<file path="src/rtl/dvs_speed_pkg.sv">
package dvs_speed_pkg;
  typedef enum logic [2:0] {
    ST_IDLE = 3'd0,
    ST_BOTH = 3'd1,
    ST_VUP  = 3'd2,
    ST_PUP  = 3'd3,
    ST_PDN  = 3'd4,
    ST_VDN  = 3'd5
  } seq_state_e;
endpackage

</file>
<file path="src/rtl/dvs_speed_table.sv">
module dvs_speed_table #(
  parameter int IDX_W     = 3,
  parameter int MULT_W    = 8,
  parameter int VC_W      = 8,
  parameter int MULT_BASE = 4,
  parameter int MULT_STEP = 2,
  parameter int VC_BASE   = 12,
  parameter int VC_STEP   = 5
) (
  input  logic [IDX_W-1:0]  idx,
  output logic [MULT_W-1:0] mult,
  output logic [VC_W-1:0]   vcode
);
  always_comb begin
    mult  = MULT_W'(MULT_BASE + MULT_STEP * int'(idx));
    vcode = VC_W'(VC_BASE + VC_STEP * int'(idx));
  end
endmodule

</file>
<file path="src/rtl/dvs_settle_timer.sv">
module dvs_settle_timer #(
  parameter int TMR_W = 18
) (
  input  logic             clk,
  input  logic             rst_n,
  input  logic             load_en,
  input  logic [TMR_W-1:0] load_val,
  output logic             last
);
  logic [TMR_W-1:0] rem_q, rem_d;

  always_comb begin
    rem_d = rem_q;
    if (load_en) begin
      rem_d = (load_val == '0) ? {{(TMR_W-1){1'b0}}, 1'b1} : load_val;
    end else if (rem_q != '0) begin
      rem_d = rem_q - 1'b1;
    end
  end

  always_ff @(posedge clk or negedge rst_n) begin
    if (!rst_n) rem_q <= '0;
    else        rem_q <= rem_d;
  end

  assign last = (rem_q[TMR_W-1:1] == '0);
endmodule

</file>
<file path="src/rtl/dvs_pending_req.sv">
module dvs_pending_req #(
  parameter int IDX_W = 3
) (
  input  logic             clk,
  input  logic             rst_n,
  input  logic             capture,
  input  logic [IDX_W-1:0] cap_idx,
  input  logic             clear,
  output logic             pend_valid,
  output logic [IDX_W-1:0] pend_idx
);
  logic             vld_d;
  logic [IDX_W-1:0] idx_d;

  always_comb begin
    vld_d = pend_valid;
    idx_d = pend_idx;
    if (capture) begin
      vld_d = 1'b1;
      idx_d = cap_idx;
    end else if (clear) begin
      vld_d = 1'b0;
    end
  end

  always_ff @(posedge clk or negedge rst_n) begin
    if (!rst_n) begin
      pend_valid <= 1'b0;
      pend_idx   <= '0;
    end else begin
      pend_valid <= vld_d;
      pend_idx   <= idx_d;
    end
  end
endmodule

</file>
<file path="src/rtl/dvs_speed_ctrl.sv">
module dvs_speed_ctrl
  import dvs_speed_pkg::*;
#(
  parameter int NUM_SPEEDS = 8,
  parameter int IDX_W      = (NUM_SPEEDS > 1) ? $clog2(NUM_SPEEDS) : 1,
  parameter int MULT_W     = 8,
  parameter int VC_W       = 8,
  parameter int TMR_W      = 18,
  parameter int MULT_BASE  = 4,
  parameter int MULT_STEP  = 2,
  parameter int VC_BASE    = 12,
  parameter int VC_STEP    = 5,
  parameter int RESET_IDX  = 0
) (
  input  logic              clk,
  input  logic              rst_n,
  input  logic              req_valid,
  input  logic [IDX_W-1:0]  req_idx,
  input  logic              run_through,
  input  logic [TMR_W-1:0]  v_settle,
  input  logic [TMR_W-1:0]  p_settle,
  output logic [VC_W-1:0]   vcode,
  output logic [MULT_W-1:0] pll_mult,
  output logic              stall,
  output logic              busy,
  output logic              done,
  output logic [IDX_W-1:0]  cur_idx
);
  localparam logic [IDX_W-1:0] RST_IDX = IDX_W'(RESET_IDX);

  seq_state_e       state_q, state_d;
  logic [IDX_W-1:0] v_idx_q, v_idx_d;
  logic [IDX_W-1:0] f_idx_q, f_idx_d;
  logic [IDX_W-1:0] tgt_q, tgt_d;
  logic [IDX_W-1:0] cur_q, cur_d;
  logic [TMR_W-1:0] vset_q, vset_d, pset_q, pset_d;
  logic             done_q, done_d;

  logic             vt_load, pt_load, vt_last, pt_last;
  logic [TMR_W-1:0] vt_val, pt_val;
  logic             pend_valid, pend_clear, pend_cap;
  logic [IDX_W-1:0] pend_idx;
  logic             cand_has;
  logic [IDX_W-1:0] cand_idx;
  logic             req_ok;

  logic [MULT_W-1:0] unused_vmult;
  logic [VC_W-1:0]   unused_fvc;

  dvs_speed_table #(
    .IDX_W(IDX_W), .MULT_W(MULT_W), .VC_W(VC_W),
    .MULT_BASE(MULT_BASE), .MULT_STEP(MULT_STEP),
    .VC_BASE(VC_BASE), .VC_STEP(VC_STEP)
  ) u_vtab (.idx(v_idx_q), .mult(unused_vmult), .vcode(vcode));

  dvs_speed_table #(
    .IDX_W(IDX_W), .MULT_W(MULT_W), .VC_W(VC_W),
    .MULT_BASE(MULT_BASE), .MULT_STEP(MULT_STEP),
    .VC_BASE(VC_BASE), .VC_STEP(VC_STEP)
  ) u_ftab (.idx(f_idx_q), .mult(pll_mult), .vcode(unused_fvc));

  dvs_settle_timer #(.TMR_W(TMR_W)) u_vtmr (
    .clk(clk), .rst_n(rst_n), .load_en(vt_load), .load_val(vt_val), .last(vt_last)
  );

  dvs_settle_timer #(.TMR_W(TMR_W)) u_ptmr (
    .clk(clk), .rst_n(rst_n), .load_en(pt_load), .load_val(pt_val), .last(pt_last)
  );

  assign req_ok   = req_valid && (int'(req_idx) < NUM_SPEEDS);
  assign busy     = (state_q != ST_IDLE);
  assign pend_cap = busy && req_ok;

  dvs_pending_req #(.IDX_W(IDX_W)) u_pend (
    .clk(clk), .rst_n(rst_n), .capture(pend_cap), .cap_idx(req_idx),
    .clear(pend_clear), .pend_valid(pend_valid), .pend_idx(pend_idx)
  );

  // A fresh request in an idle cycle takes precedence over the held one.
  always_comb begin
    cand_has = 1'b0;
    cand_idx = pend_idx;
    if (req_ok) begin
      cand_has = 1'b1;
      cand_idx = req_idx;
    end else if (pend_valid) begin
      cand_has = 1'b1;
    end
  end

  always_comb begin
    state_d    = state_q;
    v_idx_d    = v_idx_q;
    f_idx_d    = f_idx_q;
    tgt_d      = tgt_q;
    cur_d      = cur_q;
    vset_d     = vset_q;
    pset_d     = pset_q;
    done_d     = 1'b0;
    vt_load    = 1'b0;
    pt_load    = 1'b0;
    vt_val     = v_settle;
    pt_val     = p_settle;
    pend_clear = 1'b0;
    unique case (state_q)
      ST_IDLE: begin
        pend_clear = pend_valid;
        if (cand_has && (cand_idx != cur_q)) begin
          tgt_d  = cand_idx;
          vset_d = v_settle;
          pset_d = p_settle;
          if (!run_through) begin
            v_idx_d = cand_idx;
            f_idx_d = cand_idx;
            vt_load = 1'b1;
            pt_load = 1'b1;
            state_d = ST_BOTH;
          end else if (cand_idx > cur_q) begin
            v_idx_d = cand_idx;
            vt_load = 1'b1;
            state_d = ST_VUP;
          end else begin
            f_idx_d = cand_idx;
            pt_load = 1'b1;
            state_d = ST_PDN;
          end
        end
      end
      ST_BOTH: begin
        if (vt_last && pt_last) begin
          cur_d   = tgt_q;
          done_d  = 1'b1;
          state_d = ST_IDLE;
        end
      end
      ST_VUP: begin
        if (vt_last) begin
          f_idx_d = tgt_q;
          pt_load = 1'b1;
          pt_val  = pset_q;
          state_d = ST_PUP;
        end
      end
      ST_PDN: begin
        if (pt_last) begin
          v_idx_d = tgt_q;
          vt_load = 1'b1;
          vt_val  = vset_q;
          state_d = ST_VDN;
        end
      end
      ST_PUP, ST_VDN: begin
        if ((state_q == ST_PUP) ? pt_last : vt_last) begin
          cur_d   = tgt_q;
          done_d  = 1'b1;
          state_d = ST_IDLE;
        end
      end
      default: state_d = ST_IDLE;
    endcase
  end

  always_ff @(posedge clk or negedge rst_n) begin
    if (!rst_n) begin
      state_q <= ST_IDLE;
      v_idx_q <= RST_IDX;
      f_idx_q <= RST_IDX;
      tgt_q   <= RST_IDX;
      cur_q   <= RST_IDX;
      vset_q  <= '0;
      pset_q  <= '0;
      done_q  <= 1'b0;
    end else begin
      state_q <= state_d;
      v_idx_q <= v_idx_d;
      f_idx_q <= f_idx_d;
      tgt_q   <= tgt_d;
      cur_q   <= cur_d;
      vset_q  <= vset_d;
      pset_q  <= pset_d;
      done_q  <= done_d;
    end
  end

  assign stall   = (state_q == ST_BOTH) || (state_q == ST_PUP) || (state_q == ST_PDN);
  assign done    = done_q;
  assign cur_idx = cur_q;
endmodule

</file>
<file path="config.mk">
export PLATFORM = sky130hd
export DESIGN_NAME = dvs_speed_ctrl
export DESIGN_NICKNAME = d
export VERILOG_FILES = /design/src/rtl/dvs_speed_pkg.sv /design/src/rtl/dvs_speed_table.sv /design/src/rtl/dvs_settle_timer.sv /design/src/rtl/dvs_pending_req.sv /design/src/rtl/dvs_speed_ctrl.sv
export SDC_FILE = /design/constraint.sdc
export NUM_CORES = 1
export LEC_CHECK = 0
export ABC_AREA = 1
export CAP_MARGIN = 15
export CELL_PAD_IN_SITES_DETAIL_PLACEMENT = 2
export CELL_PAD_IN_SITES_GLOBAL_PLACEMENT = 2
export CORE_ASPECT_RATIO = 0.9
export CORE_UTILIZATION = 29
export CTS_BUF_LIST = sky130_fd_sc_hd__clkbuf_16
export DETAILED_ROUTE_END_ITERATION = 10
export PLACE_DENSITY_LB_ADDON = 0.15
export SYNTH_ARGS = -nofsm -noshare
export SYNTH_HDL_FRONTEND = slang
export SYNTH_SLANG_ARGS = --single-unit
</file>
<file path="constraint.sdc">
create_clock -name clk -period 2.11 [get_ports clk]
set_clock_uncertainty 0.05 [all_clocks]
set_input_delay 0.211 -clock clk [delete_from_list [all_inputs] [get_ports clk]]
set_output_delay 0.211 -clock clk [all_outputs]
set_load 0.05 [all_outputs]
</file>
After elaboration in Yosys (flattened, before gate mapping)
Index checks and enable logic that the tools add are counted.

cells by class
  bitwise logic cells = 0
  magnitude comparators = 1
  $add $sub $neg = 4
  divide/modulo/power cells = 0
  multiply operators = 1
  reduce and logical (&&, ||, !) cells = 25
  multiplexer cells = 51
  equality and inequality tests = 13
  shift-type cells = 0

operators by type and width
  kind                                                                    count
  18-bit two-way mux                                                      10
  3-bit two-way mux                                                       18
  18-bit logical NOT                                                      2
  18-bit nonzero test                                                     2
  18-bit by 1-bit subtractor with 18-bit output (second input constant)   2
  17-bit logical NOT                                                      2
  3-bit one-hot mux with 2 select lines                                   3
  1-bit two-way mux                                                       16
  3-bit one-hot mux with 5 select lines                                   1
  2-bit nonzero test                                                      6
  2-bit != test (second input constant)                                   5
  5-bit by 8-bit adder with 8-bit output (first input constant)           1
  4-bit AND reduction                                                     2
  3-bit by 2-bit equality test with 1-bit output (second input constant)  2
  3-bit equality test (second input constant)                             2
  3-bit by 3-bit multiplier with 6-bit output (first input constant)      1
  3-bit != test (second input constant)                                   2
  1-bit one-hot mux with 2 select lines                                   3
  3-bit by 4-bit adder with 5-bit output (first input constant)           1
  5-bit AND reduction                                                     1
  3-bit by 1-bit equality test with 1-bit output (second input constant)  1
  3-bit greater-than comparator                                           1
  1-bit logical AND                                                       3
  3-bit logical NOT                                                       1
  other kinds (6)                                                         7

storage, ports and cells
  output and inout bits = 22
  memories = 0
  register bits after elaboration = 92
  input port bits = 43
  bits in latches = 0
  logic and storage cells = 107
  RAM bits = 0
  bits in read-only memories = 0

Logic depth before layout (Yosys ltp)
  depth in word-level cells = 7
  gate-level depth with buffers = 15
  gate-level depth less buffers = 15

Cells and area by module
A second synthesis with hierarchy kept.

unflattened totals
  cell total of the unflattened synthesis = 853
  area total of the unflattened synthesis = 6070.8 um^2

modules (own cells, without submodules)
  module                    cells an instance  sequential area each (um^2)  area each (um^2)  times used
  dvs_speed_ctrl            377                1301.2                       2845.2            1
  dvs_settle_timer          201                450.4                        1331.3            2
  dvs_speed_table (u_vtab)  30                 0.0                          212.7             1
  dvs_speed_table (u_ftab)  27                 0.0                          201.4             1
  dvs_pending_req           17                 100.1                        148.9             1

Worst setup path before layout
Ideal clock, no wire load.

  path type = flip-flop to flip-flop
  start point = reg cur_q[2], in the netlist cur_idx[2]
  end point = reg u_vtmr.rem_q[5]
  arrival time = 2.152 ns
  slack = -0.170 ns
  period minus slack after synthesis = 2.280 ns
  buffers on the path = 1
  library setup time = 0.077 ns
  stages on the path, launching flop included = 13
  required time = 1.983 ns
  cell sequence = dfrtp_1 > inv_1 > ha_1 > a21oi_1 > o21ai_0 > nand2_1 > nand2_1 > nand2_1 > nand2_2 > inv_2 > clkbuf_1 > nand3_1 > a21oi_1

between the ends
  longest elaborated chain between the ends = 6
  elaborated cells on any way between the ends = 9
  those cells by class = order compare: 1; eq/ne: 1; mux: 5; reduce/logical: 2

ends and longest elaborated chain
  item                                                             RTL line                text
  from (decl)                                                      dvs_speed_ctrl.sv:35    logic [IDX_W-1:0] cur_q, cur_d;
  from (signal assigned)                                           dvs_speed_ctrl.sv:178   cur_q <= cur_d;
  3-bit greater-than comparator                                    dvs_speed_ctrl.sv:118   end else if (cand_idx > cur_q) begin
  1-bit two-way mux                                                dvs_speed_ctrl.sv:118
  1-bit two-way mux                                                dvs_speed_ctrl.sv:112   if (!run_through) begin
  1-bit two-way mux (*)                                            dvs_speed_ctrl.sv:108   if (cand_has && (cand_idx != cur_q)) begin
  1-bit one-hot mux with 2 select lines (*)                        dvs_speed_ctrl.sv:105   unique case (state_q)
  18-bit two-way mux / 2-bit nonzero test (equally long branches)  -
  to (signal assigned)                                             dvs_settle_timer.sv:23  else rem_q <= rem_d;
  to (decl)                                                        dvs_settle_timer.sv:10  logic [TMR_W-1:0] rem_q, rem_d;

Mark *: on every way between the ends. The rest lies on a longest branch, timed or not.
A chain may end at the register's enable or synchronous reset.

Worst setup path after layout
  start point = reg u_pend.pend_idx[1]
  end point = reg u_ptmr.rem_q[13]

between the ends
  longest elaborated chain between the ends = 7
  elaborated cells on any way between the ends = 10
  those cells by class = order compare: 1; eq/ne: 1; mux: 6; reduce/logical: 2

ends and longest elaborated chain
  item                                                             RTL line                text
  from (decl)                                                      dvs_pending_req.sv:10   output logic [IDX_W-1:0] pend_idx
  from (signal assigned)                                           dvs_pending_req.sv:32   pend_idx <= idx_d;
  3-bit two-way mux (*)                                            dvs_speed_ctrl.sv:83    if (req_ok) begin
  via cand_idx[1]                                                  dvs_speed_ctrl.sv:44    logic [IDX_W-1:0] cand_idx;
  3-bit greater-than comparator                                    dvs_speed_ctrl.sv:118
  1-bit two-way mux                                                dvs_speed_ctrl.sv:118
  1-bit two-way mux                                                dvs_speed_ctrl.sv:112
  1-bit two-way mux (*)                                            dvs_speed_ctrl.sv:108
  1-bit one-hot mux with 2 select lines (*)                        dvs_speed_ctrl.sv:105
  18-bit two-way mux / 2-bit nonzero test (equally long branches)  -
  to (signal assigned)                                             dvs_settle_timer.sv:23
  to (decl)                                                        dvs_settle_timer.sv:10

The timed path passes the listed nets; every way through them passes the cells marked *.

==> metrics.md <==
| Metric | Value |
|---|---|
| Final Non-Filler Cells | `around 1.1k` |
| DRC viols | `0` |
| Final period utilization | `111%` |
| Failing checks | `setup timing` |
| CTS tree | `yes` |
| Top-count cell post-synth | `nand2_1` |
| Syn avg cell area | `around 7.3 µm²` |
| Max-cap violations | `0` |
| Die width | `145 µm` |
| Status | `finished, violations left` |
| DIE AREA | `roughly 19000 µm²` |
| Routed wl met2 | `12500 µm` |
| CTS Sinks | `92` |
| Multi-input gate area | `between 3000 and 4000 µm²` |
| RSZ-0062 raised after global routing | `yes` |
| Synth Register Bits | `between 90 and 100` |
| Post-DP Area | `6870 µm²` |
| Post-synth design cell area | `5340 µm²` |
| Fin nets | `around 960` |
| Seq pwr share | `24.3%` |
| Vias in the first global route | `around 6k` |
| P_int | `~7400 µW` |
| WL/cell | `19.6 µm` |
| Total Wirelength | `22500 µm` |
| Max incr delay on CP | `roughly 0.40 ns` |
| CP top delay family | `simple AND/OR/NAND/NOR gates` |
| Yosys cell types | `44` |
| N_diodes | `0` |
| Clock transition at path regs | `approximately 0.07 ns` |
| Worst r2r src | `u_pend.pend_idx[1]$_DFFE_PN0P_` |
| Place WS | `-0.859 ns` |
| Initial antenna violation count | `0` |
| Share of the synthesized area in the top cell type | `43.1%` |
| YS warnings | `0` |
| Die Y | `approximately 130 µm` |
| 1st-iter DRT viols | `approximately 190` |
| Sw Share | `45.9%` |
| Net Sw Power | `between 6000 and 7000 µW` |
| Min Tclk post-route | `roughly 2.3 ns` |
| Synth top area cells | `dfrtp_1 (43%), nand2_1 (14%), nor2_1 (6.9%)` |
| Pwr Density | `between 1500 and 2000 nW/µm²` |
| H-tree levels | `3` |
| # setup viols final | `36` |
| Fin Hold WS | `between 0.1 and 0.15 ns` |
| CTS Root Cell | `clkbuf_16` |
| Top Layer Used | `met4` |
| R2r worst-path depth | `12` |
| Setup crit start kind | `flip-flop` |
| Synthesized instance count | `around 730` |
| Crit-path slowest cell | `dfrtp_1` |
| Setup CP Type | `flip-flop to flip-flop` |
| Final Max Tran Viols | `0` |
| Logic pwr share | `between 60% and 70%` |
| Core region area | `~18000 µm²` |
| Sequence of cells on the critical path | `nand2_2, o21ai_2, ha_1, nand2_1, o21ai_1, nand2_1, buf_6, o21ai_4, nand2_4, buf_4, nor4_4, a21oi_1` |
| Post-synthesis sequential area ratio | `43.1%` |
| Worst R2R End | `u_ptmr.rem_q[13]$_DFFE_PN0P_` |
| Pin count of the biggest net entering global routing | `61` |
| Critical path required time | `2.27 ns` |
| Vias | `between 5k and 6k` |
| M1 WL | `9270 µm` |
| Total Routing Usage GR | `between 20% and 30%` |
| Most numerous cell on the critical path | `nand2_1` |
| I/O pins | `65` |
| Worst-margin pin slew | `0.530 ns` |
| Initial Util | `~30%` |
| Flop2flop setup slack | `-0.23 ns` |
| Hold path cells | `3` |
| Slew Limit Headroom | `between 60% and 70%` |
| Routed Antenna Nets | `0` |
| Post-synth EDFFs | `0` |
| DRT Pass-1 Iters | `4` |
| Total leakage power | `between 0.003 and 0.004 µW` |
| Synth area leader | `dfrtp_1` |
| Final worst slack | `-0.226 ns` |
| Maximum clock frequency | `428 MHz` |
| Critical path peak fanout | `4` |
| Ratio of cells with drive above 1 in the final layout | `between 30% and 40%` |
| Inserted Clock Buffers | `9` |
| Area growth, synth to finish | `54.3%` |
| Clock share of power | `a little over an eighth` |
| Global-route wire length before repair | `about 32000 µm` |
| GRT Residual Overflow | `0` |
| Clock buffer depth | `2` |
| Cell Rows | `46` |
| Worst min-delay path class | `input port to flip-flop` |
| Vias per inst | `roughly 4.9` |
| Routed length on met3 | `around 370 µm` |
| I/O Buffers | `between 50 and 60` |
| Synth cell count leaders | `nand2_1 (193), nor2_1 (98), dfrtp_1 (92)` |
| DPL Wire Length | `about 14000 µm` |
| Inst Count DP | `~1.1k` |
| Crit path buf inv count | `2` |
| Final instance area | `~8000 µm²` |
| Main synth FF type | `dfrtp_1` |
| Clock Latency Late Sink | `0.36 ns` |
| Final Hold Vio Count | `0` |
| Hold path startpoint | `req_idx[2]` |
| Crit. End Element | `flip-flop` |
| Worst Path Arrival | `~2.5 ns` |
| RD Place Congestion | `between 0.8 and 0.9` |
| Min-Delay Endpoint | `u_pend.pend_idx[2]$_DFFE_PN0P_` |
| Fillcell total | `1994` |
| Peak VDD IR | `between 1000 and 1500 µV` |
| Register area | `roughly 2300 µm²` |
| Asr flop ratio synth | `100%` |
==> cells by family (layout without fill, tap and decap cells) <==
family,after synthesis,in the layout,synth area share (%)
and+or+nand+nor,340,340,26.4
muxes,5,5,1.05
buffers and inverters,116,289,9.40
xor gates and xnor gates,18,18,2.95
other,1,5,0.0702
adders and majority gates,10,10,2.34
DFF,92,92,43.1
AOI/OAI and AO/OA,149,149,14.7
==> worst reg2reg max path, cell delays in order (launching register included) <==
cell     delay [ns]
dfrtp_1        0.40
nand2_2        0.08
o21ai_2        0.07
ha_1           0.33
nand2_1        0.07
o21ai_1        0.15
nand2_1        0.12
buf_6          0.14
o21ai_4        0.14
nand2_4        0.10
buf_4          0.16
nor4_4         0.29
a21oi_1        0.10
==> power groups by stage <==
stage | registers [µW] | logic (µW) | clock network, µW
final | 3310 | 8560 | 1770
after CTS | 3220 | 7440 | 1790
after detailed placement | 3210 | 6730 | 0
after floorplan | 3210 | 3940 | 0
after global placement | 3140 | 6360 | 0
after global routing | 3390 | 9210 | 1850
==> cell type report <==
class | count | area share, %
multi-input cells | 527 | 38.4
flip-flops and latches | 92 | 28.0
repair buffers | 187 | 21.9
inverters | 85 | 4.18
well taps | 240 | 3.65
clock buffers | 9 | 2.73
clock inverters | 7 | 1.00
repair inverters | 1 | 0.0911
==> sequential cells by signal, summed over array words and instances (netlist names) <==
name / flops
u_pend.pend_idx: 3
pset_q: 18
u_ptmr.rem_q: 18
v_idx_q: 3
u_vtmr.rem_q: 18
done: 1
tgt_q: 3
cur_idx: 3
state_q: 3
f_idx_q: 3
vset_q: 18
u_pend.pend_valid: 1
==> layout by cell type, fill, tap and decap left out, types with 11 or more instances in the layout <==
| cell | count |
|---|---|
| nand2_1 | 169 |
| buf_4 | 101 |
| dfrtp_1 | 88 |
| inv_1 | 69 |
| nor2_1 | 66 |
| clkdlybuf4s50_1 | 48 |
| o21ai_0 | 41 |
| a21oi_1 | 29 |
| o21ai_1 | 27 |
| nor2_2 | 23 |
| nand2_2 | 22 |
| buf_6 | 20 |
| a21oi_2 | 17 |
| o21ai_2 | 15 |
| nor2_4 | 14 |
| inv_2 | 13 |
| xor2_1 | 12 |
| clkbuf_16 | 12 |
| nand3_1 | 11 |
| buf_12 | 11 |
==> stage by stage <==
step	power (µW)	util (%)	TNS, ns
after floorplan	7150	-	-0.163
final	13600	46.2	-4.01
after detailed placement	9940	38.5	-45.73
after CTS	12500	42.4	-1.99
after global placement	9510	38.5	-34.03
after global routing	14500	46.2	-10.28
==> routing by layer <==
layer / vias up / track usage [%]
li1: 2664 / -
met1: 2885 / 24.6
met2: 71 / 43.0
met3: 25 / 3.09
met4: 0 / 5.01
met5: - / 0
==> worst max path at each step <==
stage / endpoint / slack [ns] / from / depth (start not counted)
6_report: u_ptmr.rem_q[13]$_DFFE_PN0P_ / -0.23 / u_pend.pend_idx[1]$_DFFE_PN0P_ / 12
5_1_grt: u_ptmr.rem_q[13]$_DFFE_PN0P_ / -0.34 / u_pend.pend_idx[1]$_DFFE_PN0P_ / 12
4_1_cts: u_ptmr.rem_q[1]$_DFFE_PN0P_ / -0.15 / u_ptmr.rem_q[0]$_DFFE_PN0P_ / 12
3_5_place_dp: u_ptmr.rem_q[2]$_DFFE_PN0P_ / -0.86 / req_valid / 13
3_3_place_gp: u_ptmr.rem_q[2]$_DFFE_PN0P_ / -0.64 / req_valid / 13
2_1_floorplan: vcode[4] / -0.16 / v_idx_q[2]$_DFFE_PN0P_ / 4
==> repair_timing <==
| item | CTS | global route |
|---|---|---|
| pin swaps | 21 | 51 |
| cloned | 1 | 4 |
| hold buffers | 1 | 0 |
| endpoints found under the setup margin | 80 | 77 |
| hold endpoints to repair | 92 | 0 |
| buffers inserted | 16 | 15 |
| resized for setup | 74 | 124 |
Power figures use the tool's default switching activity.
